$ cat src/rtl/wear_pkg.sv
`timescale 1ns/1ps
package wear_pkg;
    typedef enum logic [1:0] {
        OP_ERASE   = 2'd0,
        OP_PROGRAM = 2'd1,
        OP_READ    = 2'd2,
        OP_STATUS  = 2'd3
    } flash_op_e;

    typedef enum logic [2:0] {
        PH_ERASE   = 3'd0,
        PH_PROG    = 3'd1,
        PH_DISTURB = 3'd2,
        PH_VERIFY  = 3'd3,
        PH_CONFIRM = 3'd4,
        PH_END     = 3'd5
    } phase_e;

    typedef enum logic [3:0] {
        S_IDLE, S_PHASE, S_CMD, S_WDATA, S_STAT_CMD,
        S_STAT_WAIT, S_RDATA, S_NEXT_BLK, S_DONE
    } seq_state_e;

    localparam int NUM_CNT   = 5;
    localparam int CI_ESTAT  = 0;
    localparam int CI_ECONF  = 1;
    localparam int CI_PFAIL  = 2;
    localparam int CI_MISM   = 3;
    localparam int CI_CYCLES = 4;

    function automatic phase_e next_phase(input phase_e p);
        unique case (p)
            PH_ERASE:   next_phase = PH_PROG;
            PH_PROG:    next_phase = PH_DISTURB;
            PH_DISTURB: next_phase = PH_VERIFY;
            PH_CONFIRM: next_phase = PH_PROG;
            default:    next_phase = PH_END;
        endcase
    endfunction
endpackage

$ cat src/rtl/wear_pattern.sv
`timescale 1ns/1ps
module wear_pattern #(
    parameter int              LFSR_W = 32,
    parameter logic [LFSR_W-1:0] TAPS = 32'h8020_0003,
    parameter int              DATA_W = 8
) (
    input  logic              clk,
    input  logic              rst_n,
    input  logic              load,
    input  logic              step,
    input  logic              rand_mode,
    input  logic [LFSR_W-1:0] seed,
    input  logic [DATA_W-1:0] fixed_byte,
    output logic [DATA_W-1:0] pat
);
    logic [LFSR_W-1:0] lfsr;
    logic [LFSR_W-1:0] lfsr_next;

    always_comb begin
        lfsr_next = lfsr >> 1;
        if (lfsr[0]) lfsr_next = lfsr_next ^ TAPS;
    end

    always_ff @(posedge clk or negedge rst_n) begin
        if (!rst_n)
            lfsr <= LFSR_W'(1);
        else if (load)
            lfsr <= (seed == '0) ? LFSR_W'(1) : seed;
        else if (step)
            lfsr <= lfsr_next;
    end

    assign pat = rand_mode ? lfsr[DATA_W-1:0] : fixed_byte;


    lfsr_nonzero_chk: assert property (@(posedge clk) disable iff (!rst_n)
        lfsr != '0);

    lfsr_hold_chk: assert property (@(posedge clk) disable iff (!rst_n)
        (!load && !step) |=> $stable(lfsr));
endmodule

$ cat src/rtl/wear_counters.sv
`timescale 1ns/1ps
module wear_counters #(
    parameter int N = 5,
    parameter int W = 32
) (
    input  logic                clk,
    input  logic                rst_n,
    input  logic                clear,
    input  logic [N-1:0]        inc,
    output logic [N-1:0][W-1:0] count
);
    localparam logic [W-1:0] CNT_MAX = '1;

    for (genvar g = 0; g < N; g++) begin : g_cnt
        always_ff @(posedge clk or negedge rst_n) begin
            if (!rst_n)
                count[g] <= '0;
            else if (clear)
                count[g] <= '0;
            else if (inc[g] && count[g] != CNT_MAX)
                count[g] <= count[g] + 1'b1;
        end


        sat_hold_chk: assert property (@(posedge clk) disable iff (!rst_n)
            (!clear && count[g] == CNT_MAX) |=> count[g] == CNT_MAX);

        step_one_chk: assert property (@(posedge clk) disable iff (!rst_n)
            !clear |=> (count[g] == $past(count[g]) || count[g] == $past(count[g]) + 1'b1));
    end
endmodule

$ cat src/rtl/wear_cycler.sv
`timescale 1ns/1ps
module wear_cycler
    import wear_pkg::*;
#(
    parameter int          BLK_W      = 10,
    parameter int          PAGES      = 64,
    parameter int          PAGE_BYTES = 2048,
    parameter int          REP_W      = 32,
    parameter int          CNT_W      = 32,
    parameter int          SEED_W     = 32,
    parameter logic [7:0]  ERASED     = 8'hFF,
    localparam int         PAGE_W     = $clog2(PAGES),
    localparam int         BYTE_W     = $clog2(PAGE_BYTES)
) (
    input  logic              clk,
    input  logic              rst_n,
    input  logic              start,
    input  logic [BLK_W-1:0]  cfg_first_blk,
    input  logic [BLK_W-1:0]  cfg_last_blk,
    input  logic [REP_W-1:0]  cfg_repeat,
    input  logic [3:0]        cfg_ops,
    input  logic              cfg_rand,
    input  logic [SEED_W-1:0] cfg_seed,
    input  logic [7:0]        cfg_fixed,
    output logic              busy,
    output logic              done,
    output logic              cmd_valid,
    input  logic              cmd_ready,
    output logic [1:0]        cmd_op,
    output logic [BLK_W-1:0]  cmd_blk,
    output logic [PAGE_W-1:0] cmd_page,
    output logic              wd_valid,
    input  logic              wd_ready,
    output logic [7:0]        wd_data,
    input  logic              rd_valid,
    input  logic [7:0]        rd_data,
    input  logic              st_valid,
    input  logic              st_fail,
    output logic [CNT_W-1:0]  cnt_erase_stat,
    output logic [CNT_W-1:0]  cnt_erase_conf,
    output logic [CNT_W-1:0]  cnt_prog_fail,
    output logic [CNT_W-1:0]  cnt_mismatch,
    output logic [CNT_W-1:0]  cnt_cycles
);
    seq_state_e        state, state_n;
    phase_e            phase;
    logic [BLK_W-1:0]  blk, r_first, r_last;
    logic [PAGE_W-1:0] page;
    logic [BYTE_W-1:0] byte_idx;
    logic [REP_W-1:0]  pass_cnt, r_repeat;
    logic [3:0]        r_ops;
    logic              r_rand;
    logic [SEED_W-1:0] r_seed;
    logic [7:0]        r_fixed;
    logic              conf_bad;

    logic              start_ok, empty_run, phase_en;
    logic              page_last, byte_last, blk_last, pass_last;
    logic              cmd_fire, wd_fire, rd_beat;
    logic              pat_load, pat_step;
    logic [7:0]        pat;
    logic [NUM_CNT-1:0]            cnt_inc;
    logic [NUM_CNT-1:0][CNT_W-1:0] cnt_vec;

    assign start_ok  = (state == S_IDLE) && start;
    assign empty_run = (cfg_repeat == '0) || (cfg_first_blk > cfg_last_blk);
    assign phase_en  = (phase inside {PH_ERASE, PH_PROG, PH_DISTURB, PH_VERIFY})
                       && r_ops[phase[1:0]];
    assign page_last = (page == PAGE_W'(PAGES - 1));
    assign byte_last = (byte_idx == BYTE_W'(PAGE_BYTES - 1));
    assign blk_last  = (blk == r_last);
    assign pass_last = (pass_cnt == r_repeat - REP_W'(1));
    assign cmd_fire  = cmd_valid && cmd_ready;
    assign wd_fire   = wd_valid && wd_ready;
    assign rd_beat   = (state == S_RDATA) && rd_valid;

    // State register
    always_ff @(posedge clk or negedge rst_n) begin
        if (!rst_n) state <= S_IDLE;
        else        state <= state_n;
    end

    // Next-state logic
    always_comb begin
        state_n = state;
        unique case (state)
            S_IDLE:      if (start) state_n = empty_run ? S_DONE : S_PHASE;
            S_PHASE:     if (phase == PH_END) state_n = S_NEXT_BLK;
                         else if (phase_en)   state_n = S_CMD;
            S_CMD:       if (cmd_fire) begin
                             if (phase == PH_ERASE)     state_n = S_STAT_CMD;
                             else if (phase == PH_PROG) state_n = S_WDATA;
                             else                       state_n = S_RDATA;
                         end
            S_WDATA:     if (wd_fire && byte_last) state_n = S_STAT_CMD;
            S_STAT_CMD:  if (cmd_fire) state_n = S_STAT_WAIT;
            S_STAT_WAIT: if (st_valid) begin
                             if (phase == PH_ERASE) state_n = st_fail ? S_CMD : S_PHASE;
                             else                   state_n = page_last ? S_PHASE : S_CMD;
                         end
            S_RDATA:     if (rd_valid && byte_last) state_n = page_last ? S_PHASE : S_CMD;
            S_NEXT_BLK:  state_n = (blk_last && pass_last) ? S_DONE : S_PHASE;
            S_DONE:      state_n = S_IDLE;
            default:     state_n = S_IDLE;
        endcase
    end

    // Datapath registers (configuration, position, confirm flag)
    always_ff @(posedge clk or negedge rst_n) begin
        if (!rst_n) begin
            phase    <= PH_ERASE;
            blk      <= '0;
            r_first  <= '0;
            r_last   <= '0;
            page     <= '0;
            byte_idx <= '0;
            pass_cnt <= '0;
            r_repeat <= '0;
            r_ops    <= '0;
            r_rand   <= 1'b0;
            r_seed   <= '0;
            r_fixed  <= '0;
            conf_bad <= 1'b0;
        end else begin
            unique case (state)
                S_IDLE: if (start) begin
                    r_first  <= cfg_first_blk;
                    r_last   <= cfg_last_blk;
                    r_repeat <= cfg_repeat;
                    r_ops    <= cfg_ops;
                    r_rand   <= cfg_rand;
                    r_seed   <= cfg_seed;
                    r_fixed  <= cfg_fixed;
                    blk      <= cfg_first_blk;
                    pass_cnt <= '0;
                    phase    <= PH_ERASE;
                end
                S_PHASE: begin
                    page     <= '0;
                    conf_bad <= 1'b0;
                    if (!phase_en && phase != PH_END) phase <= next_phase(phase);
                end
                S_CMD: if (cmd_fire) byte_idx <= '0;
                S_WDATA: if (wd_fire) byte_idx <= byte_idx + 1'b1;
                S_STAT_WAIT: if (st_valid) begin
                    if (phase == PH_ERASE) begin
                        phase    <= st_fail ? PH_CONFIRM : PH_PROG;
                        page     <= '0;
                        conf_bad <= 1'b0;
                    end else if (page_last) begin
                        phase <= next_phase(phase);
                    end else begin
                        page <= page + 1'b1;
                    end
                end
                S_RDATA: if (rd_valid) begin
                    byte_idx <= byte_idx + 1'b1;
                    if (phase == PH_CONFIRM && rd_data != ERASED) conf_bad <= 1'b1;
                    if (byte_last) begin
                        if (page_last) phase <= next_phase(phase);
                        else           page  <= page + 1'b1;
                    end
                end
                S_NEXT_BLK: begin
                    phase <= PH_ERASE;
                    if (blk_last) begin
                        blk      <= r_first;
                        pass_cnt <= pass_cnt + 1'b1;
                    end else begin
                        blk <= blk + 1'b1;
                    end
                end
                default: ;
            endcase
        end
    end

    // Outputs
    always_comb begin
        busy      = (state != S_IDLE) && (state != S_DONE);
        done      = (state == S_DONE);
        cmd_valid = (state == S_CMD) || (state == S_STAT_CMD);
        wd_valid  = (state == S_WDATA);
        wd_data   = pat;
        cmd_blk   = blk;
        cmd_page  = page;
        if (state == S_STAT_CMD)  cmd_op = OP_STATUS;
        else if (phase == PH_ERASE) cmd_op = OP_ERASE;
        else if (phase == PH_PROG)  cmd_op = OP_PROGRAM;
        else                        cmd_op = OP_READ;
        pat_load = (state == S_PHASE) && phase_en
                   && (phase == PH_PROG || phase == PH_VERIFY);
        pat_step = wd_fire || (rd_beat && phase == PH_VERIFY);
        cnt_inc  = '0;
        cnt_inc[CI_ESTAT]  = (state == S_STAT_WAIT) && st_valid && st_fail && phase == PH_ERASE;
        cnt_inc[CI_PFAIL]  = (state == S_STAT_WAIT) && st_valid && st_fail && phase == PH_PROG;
        cnt_inc[CI_MISM]   = rd_beat && phase == PH_VERIFY && rd_data != pat;
        cnt_inc[CI_ECONF]  = rd_beat && phase == PH_CONFIRM && byte_last && page_last
                             && (conf_bad || rd_data != ERASED);
        cnt_inc[CI_CYCLES] = (state == S_NEXT_BLK) && blk_last;
    end

    wear_pattern #(.LFSR_W(SEED_W), .DATA_W(8)) u_pattern (
        .clk        (clk),
        .rst_n      (rst_n),
        .load       (pat_load),
        .step       (pat_step),
        .rand_mode  (r_rand),
        .seed       (r_seed),
        .fixed_byte (r_fixed),
        .pat        (pat)
    );

    wear_counters #(.N(NUM_CNT), .W(CNT_W)) u_counters (
        .clk   (clk),
        .rst_n (rst_n),
        .clear (start_ok),
        .inc   (cnt_inc),
        .count (cnt_vec)
    );

    assign cnt_erase_stat = cnt_vec[CI_ESTAT];
    assign cnt_erase_conf = cnt_vec[CI_ECONF];
    assign cnt_prog_fail  = cnt_vec[CI_PFAIL];
    assign cnt_mismatch   = cnt_vec[CI_MISM];
    assign cnt_cycles     = cnt_vec[CI_CYCLES];


    cmd_hold_chk: assert property (@(posedge clk) disable iff (!rst_n)
        (cmd_valid && !cmd_ready) |=> cmd_valid && $stable(cmd_op)
                                      && $stable(cmd_blk) && $stable(cmd_page));

    wd_hold_chk: assert property (@(posedge clk) disable iff (!rst_n)
        (wd_valid && !wd_ready) |=> wd_valid && $stable(wd_data));

    blk_range_chk: assert property (@(posedge clk) disable iff (!rst_n)
        cmd_valid |-> (cmd_blk >= r_first && cmd_blk <= r_last));

    pass_bound_chk: assert property (@(posedge clk) disable iff (!rst_n)
        busy |-> pass_cnt < r_repeat);

    done_pulse_chk: assert property (@(posedge clk) disable iff (!rst_n)
        done |=> !done && !busy);

    cfg_frozen_chk: assert property (@(posedge clk) disable iff (!rst_n)
        busy |=> (!busy || ($stable(r_first) && $stable(r_last) && $stable(r_repeat)
                            && $stable(r_ops) && $stable(r_seed) && $stable(r_fixed))));

    quiet_idle_chk: assert property (@(posedge clk) disable iff (!rst_n)
        !busy |-> !cmd_valid && !wd_valid);

    conf_le_stat_chk: assert property (@(posedge clk) disable iff (!rst_n)
        cnt_erase_conf <= cnt_erase_stat);

    wd_in_prog_chk: assert property (@(posedge clk) disable iff (!rst_n)
        wd_valid |-> phase == PH_PROG);
endmodule

$ cat config.mk
export PLATFORM = sky130hd
export DESIGN_NAME = wear_cycler
export DESIGN_NICKNAME = d
export VERILOG_FILES = /design/src/rtl/wear_pkg.sv /design/src/rtl/wear_pattern.sv /design/src/rtl/wear_counters.sv /design/src/rtl/wear_cycler.sv
export SDC_FILE = /design/constraint.sdc
export NUM_CORES = 1
export LEC_CHECK = 0
export BUFFER_PORTS_ARGS = -buffer_cell sky130_fd_sc_hd__clkbuf_2
export CAP_MARGIN = 15
export CORE_ASPECT_RATIO = 0.8
export CORE_MARGIN = 2
export CORE_UTILIZATION = 57
export CTS_CLUSTER_SIZE = 16
export DETAILED_ROUTE_END_ITERATION = 10
export PLACE_DENSITY = 0.78
export SETUP_SLACK_MARGIN = 0.15
export SLEW_MARGIN = 20
export SYNTH_ARGS = -nofsm -noshare
export SYNTH_HDL_FRONTEND = slang
export SYNTH_SLANG_ARGS = --single-unit
export TNS_END_PERCENT = 50
$ cat constraint.sdc
create_clock -name clk -period 3.19 [get_ports clk]
set_input_delay 0.319 -clock clk [delete_from_list [all_inputs] [get_ports clk]]
set_output_delay 0.319 -clock clk [all_outputs]
set_load 0.01 [all_outputs]
==> reports/metrics.csv <==
stage,metric,value,unit
route,via_per_inst,5.79,
setup_path,cp_cell_sequence,inv_2 > ha_4 > or4b_4 > or3_4 > xnor2_2 > o211a_1 > a2111oi_4 > nand4_1 > buf_4 > nor3_4 > o21ai_1,
placed_design,dp_slack,0.00369,ns
synth,synth_top_area_share,47.2,%
timing,final.period_utilization,94.0,%
timing,worst_slack,0.191,ns
timing,slew_headroom,44.4,%
setup_path,critPathTopFamily,simple AND/OR/NAND/NOR gates,
global_route,grtUsageTotal,30.6,%
setup_path,crit_required,3.59,ns
pwr,switching_share,21.9,%
pwr,p_clk_share,46.2,%
timing,fin_worst_skew,0.0140,ns
setup_path,r2r_end,state[0],
cts,cts_root_buffer,clkbuf_16,
die,dieArea,0.0345,mm2
synth,synth_area,0.0188,mm2
cells_and_area,drive_above_1_share,18.4,%
pwr,total_power,8.92,mW
cells_and_area,utilization,70.0,%
global_route,grt_antenna_before_repair,3,
pwr,ir_drop,359,uV
synth,yosysTopAreaCell,dfrtp_1,
setup_path,endpoint,state[0],
setup_path,rr_startpoint,r_repeat[1],
placed_design,dpl_cell_area,0.0210,mm2
setup_path,slowest_stage,or4b_4,
die,core.rowCount,59,
route,drtIter0Drc,1331,
pwr,leakage,10.8,nW
die,coreArea,0.0325,mm2
synth,ys_ff_latch,356,
route,dr.pass1.iters,8,
synth,ys_seq_area_share,47.4,%
cells_and_area,fillCellCount,2543,
setup_path,timing.critical_path.buf_inv,2,
synth,synth_cells,2152,
synth,avgSynthCellArea,8.74,um2
synth,syn_nets,2285,
cts,clk_pin_slew,0.06,ns
hold_path,hp-class,input pin to register,
synth,netlist_top_cells_area,"dfrtp_1, nand2_1, nor2_1",
pwr,power_frac_seq,50.6,%
setup_path,path_class,register to register,
synth,ys_async_sr_fraction,100,%
setup_path,start_kind,register,
timing,period_minus_slack,3.00,ns
cells_and_area,fin_cells,2959,
die,ios,303,
cts,ctsLongestPathBuffers,3,
global_route,grt_pass1_wl,86900,um
placed_design,place_congestion,0.943,
setup_path,cp_max_fo,6,
setup_path,reg2reg_depth,11,
setup_path,critPathLaunch,r_repeat[1],
timing,hold_violations,0,
status,status,completed,
pwr,p_sw,1.96,mW
cells_and_area,syn2layout_area_growth,21.0,%
placed_design,dp.final_hpwl,38100,um
die,initial_utilization,57.9,%
timing,setup_tns,0,ns
setup_path,reg2reg_slack,0.19,ns
route,route.detailed.drc,0,
setup_path,critical_path.max_stage_delay,0.46,ns
pwr,share_comb_of_total_power,3.2,%
synth,yosysWarnings,0,
cells_and_area,final_cell_area,0.0227,mm2
setup_path,critPathArrivalTime,3.40,ns
synth,ys.flop_type,dfrtp_1,
global_route,grt_start_max_net_pins,124,
die,die_h,166,um
timing,setup_violations,0,
timing,worst_slew_pin_slew,0.822,ns
timing,slew_viol_final,0,
placed_design,io_buffers,302,
cts,cts_tree,built,
cts,cts_sinks,356,
route,drt_wl_total,53100,um
route,wl_per_cell,18.0,um
timing,fmax,333,MHz
die,die_x,207,um
cts,clk_latency,0.53,ns
synth,yosysUniqueCellTypes,72,
route,postRouteAntennaNets,0,
run,cap_violations,0,
placed_design,place_inst,2846,
route,route.vias.total,17133,
cells_and_area,finalNetCount,2638,
global_route,grt_pass1_vias,16691,
setup_path,crit_cells,11,
timing,fin_hold_ws,0.0200,ns
pwr,p_int,6.97,mW
cts,numCtsBuffers,38,
timing,rsz0062_at_grt,true,
synth,synth_edf_count,0,
pwr,powerDensity,392,mW/mm2
global_route,grt_overflow,0,
cts,htree_levels,2,
setup_path,cp-end-kind,register,
==> placed cells by master, fill, tap and decap left out, types with 5 or more instances in the layout <==
cell	netlist	final
nand2_1	392	392
dfrtp_1	355	355
clkbuf_2	0	301
nor2_1	264	263
nand3_1	112	110
xnor2_1	105	104
xor2_1	102	102
o21ai_0	101	101
a21oi_1	99	98
or3_1	57	56
buf_4	0	56
inv_1	55	53
nand4_1	43	43
nor3_1	44	41
dlygate4sd3_1	0	41
clkbuf_16	0	39
nor4_1	37	36
and3_1	33	32
a22oi_1	30	30
and4_1	24	24
and2_1	19	19
ha_1	20	19
nand2b_1	16	16
mux2i_1	15	15
nor2b_1	12	12
a31oi_1	11	11
clkinv_2	0	10
mux2_2	9	9
o211ai_1	8	8
clkbuf_1	85	8
a21o_1	7	7
buf_12	0	7
a211oi_1	7	6
or4_1	6	5
==> tightest hold or removal path, cell delays in order <==
cell	delay (ns)
clkbuf_2	0.10
nand2_1	0.05
nand2_1	0.05
==> per-layer routing <==
layer / up-vias / part of all wire [%] / global-route usage [%]
met5: - / 0 / 0
met4: 0 / 3.2 / 10.3
met3: 100 / 6.5 / 6.13
met2: 523 / 46 / 47.9
met1: 8390 / 44 / 42.8
li1: 8120 / - / -
==> synth_stat cells (43+ instances only) <==
library cell / n
a21oi_1: 99
clkbuf_1: 85
dfrtp_1: 355
inv_1: 55
nand2_1: 392
nand3_1: 112
nand4_1: 43
nor2_1: 264
nor3_1: 44
o21ai_0: 101
or3_1: 57
xnor2_1: 105
xor2_1: 102
==> worst min-delay path by stage <==
stage / start / endpoint / depth (start not counted)
after floorplan: rst_n / byte_idx[0] / 0
after global placement: rst_n / r_seed[11] / 1
after detailed placement: rst_n / r_seed[10] / 1
after CTS: cfg_seed[12] / r_seed[12] / 3
after global routing: cfg_seed[12] / r_seed[12] / 3
final: cfg_repeat[29] / r_repeat[29] / 3
==> sequential cells by signal (all words and copies together), names as in the netlist <==
name and cells:
cmd_page 6, r_ops 4, r_repeat 32, r_fixed 8, r_seed 32, phase 3, state 4, r_last 10
r_rand 1, cmd_blk 10, byte_idx 11, u_pattern.lfsr 32, conf_bad 1, pass_cnt 32, r_first 10, u_counters.count 160
==> what timing repair did <==
item	4_1_cts	5_1_grt
endpoints found under the setup margin	1	13
gates resized for setup	2	20
hold endpoints to repair	112	0
setup buffers	0	5
pin swaps	0	11
hold buffers	41	0
==> power groups by stage <==
stage / logic, mW / clock network [mW] / registers, mW
after global routing: 0.321 / 4.36 / 4.51
after floorplan: 0.0333 / 0 / 4.60
final: 0.290 / 4.12 / 4.52
after CTS: 0.292 / 4.19 / 4.52
after detailed placement: 0.250 / 0 / 4.60
after global placement: 0.247 / 0 / 4.60
==> cell families (layout without fill, tap and decap cells) <==
| kind of cell | after synthesis | after routing | share of synthesized area [%] |
|---|---|---|---|
| fa+ha+maj | 20 | 20 | 1.33 |
| xor+xnor | 207 | 207 | 9.64 |
| simple gates | 1091 | 1091 | 27.5 |
| flops | 356 | 356 | 47.4 |
| other cells | 0 | 3 | 0 |
| buf+inv | 148 | 525 | 3.03 |
| compound gates | 305 | 305 | 9.68 |
| mux | 25 | 25 | 1.46 |
==> area by class of cell <==
class	count	area [um2]	share of cell area, %
Multi-Input combinational cell	1648	9460	41.6
Clock inverter	13	73.8	0.324
Timing Repair Buffer	406	2490	11.0
Clock buffer	51	1060	4.66
Inverter	55	206	0.907
Sequential cell	356	8910	39.2
Antenna cell	3	7.51	0.0330
Tap cell	427	534	2.35
(Power assumes the default switching activity.)
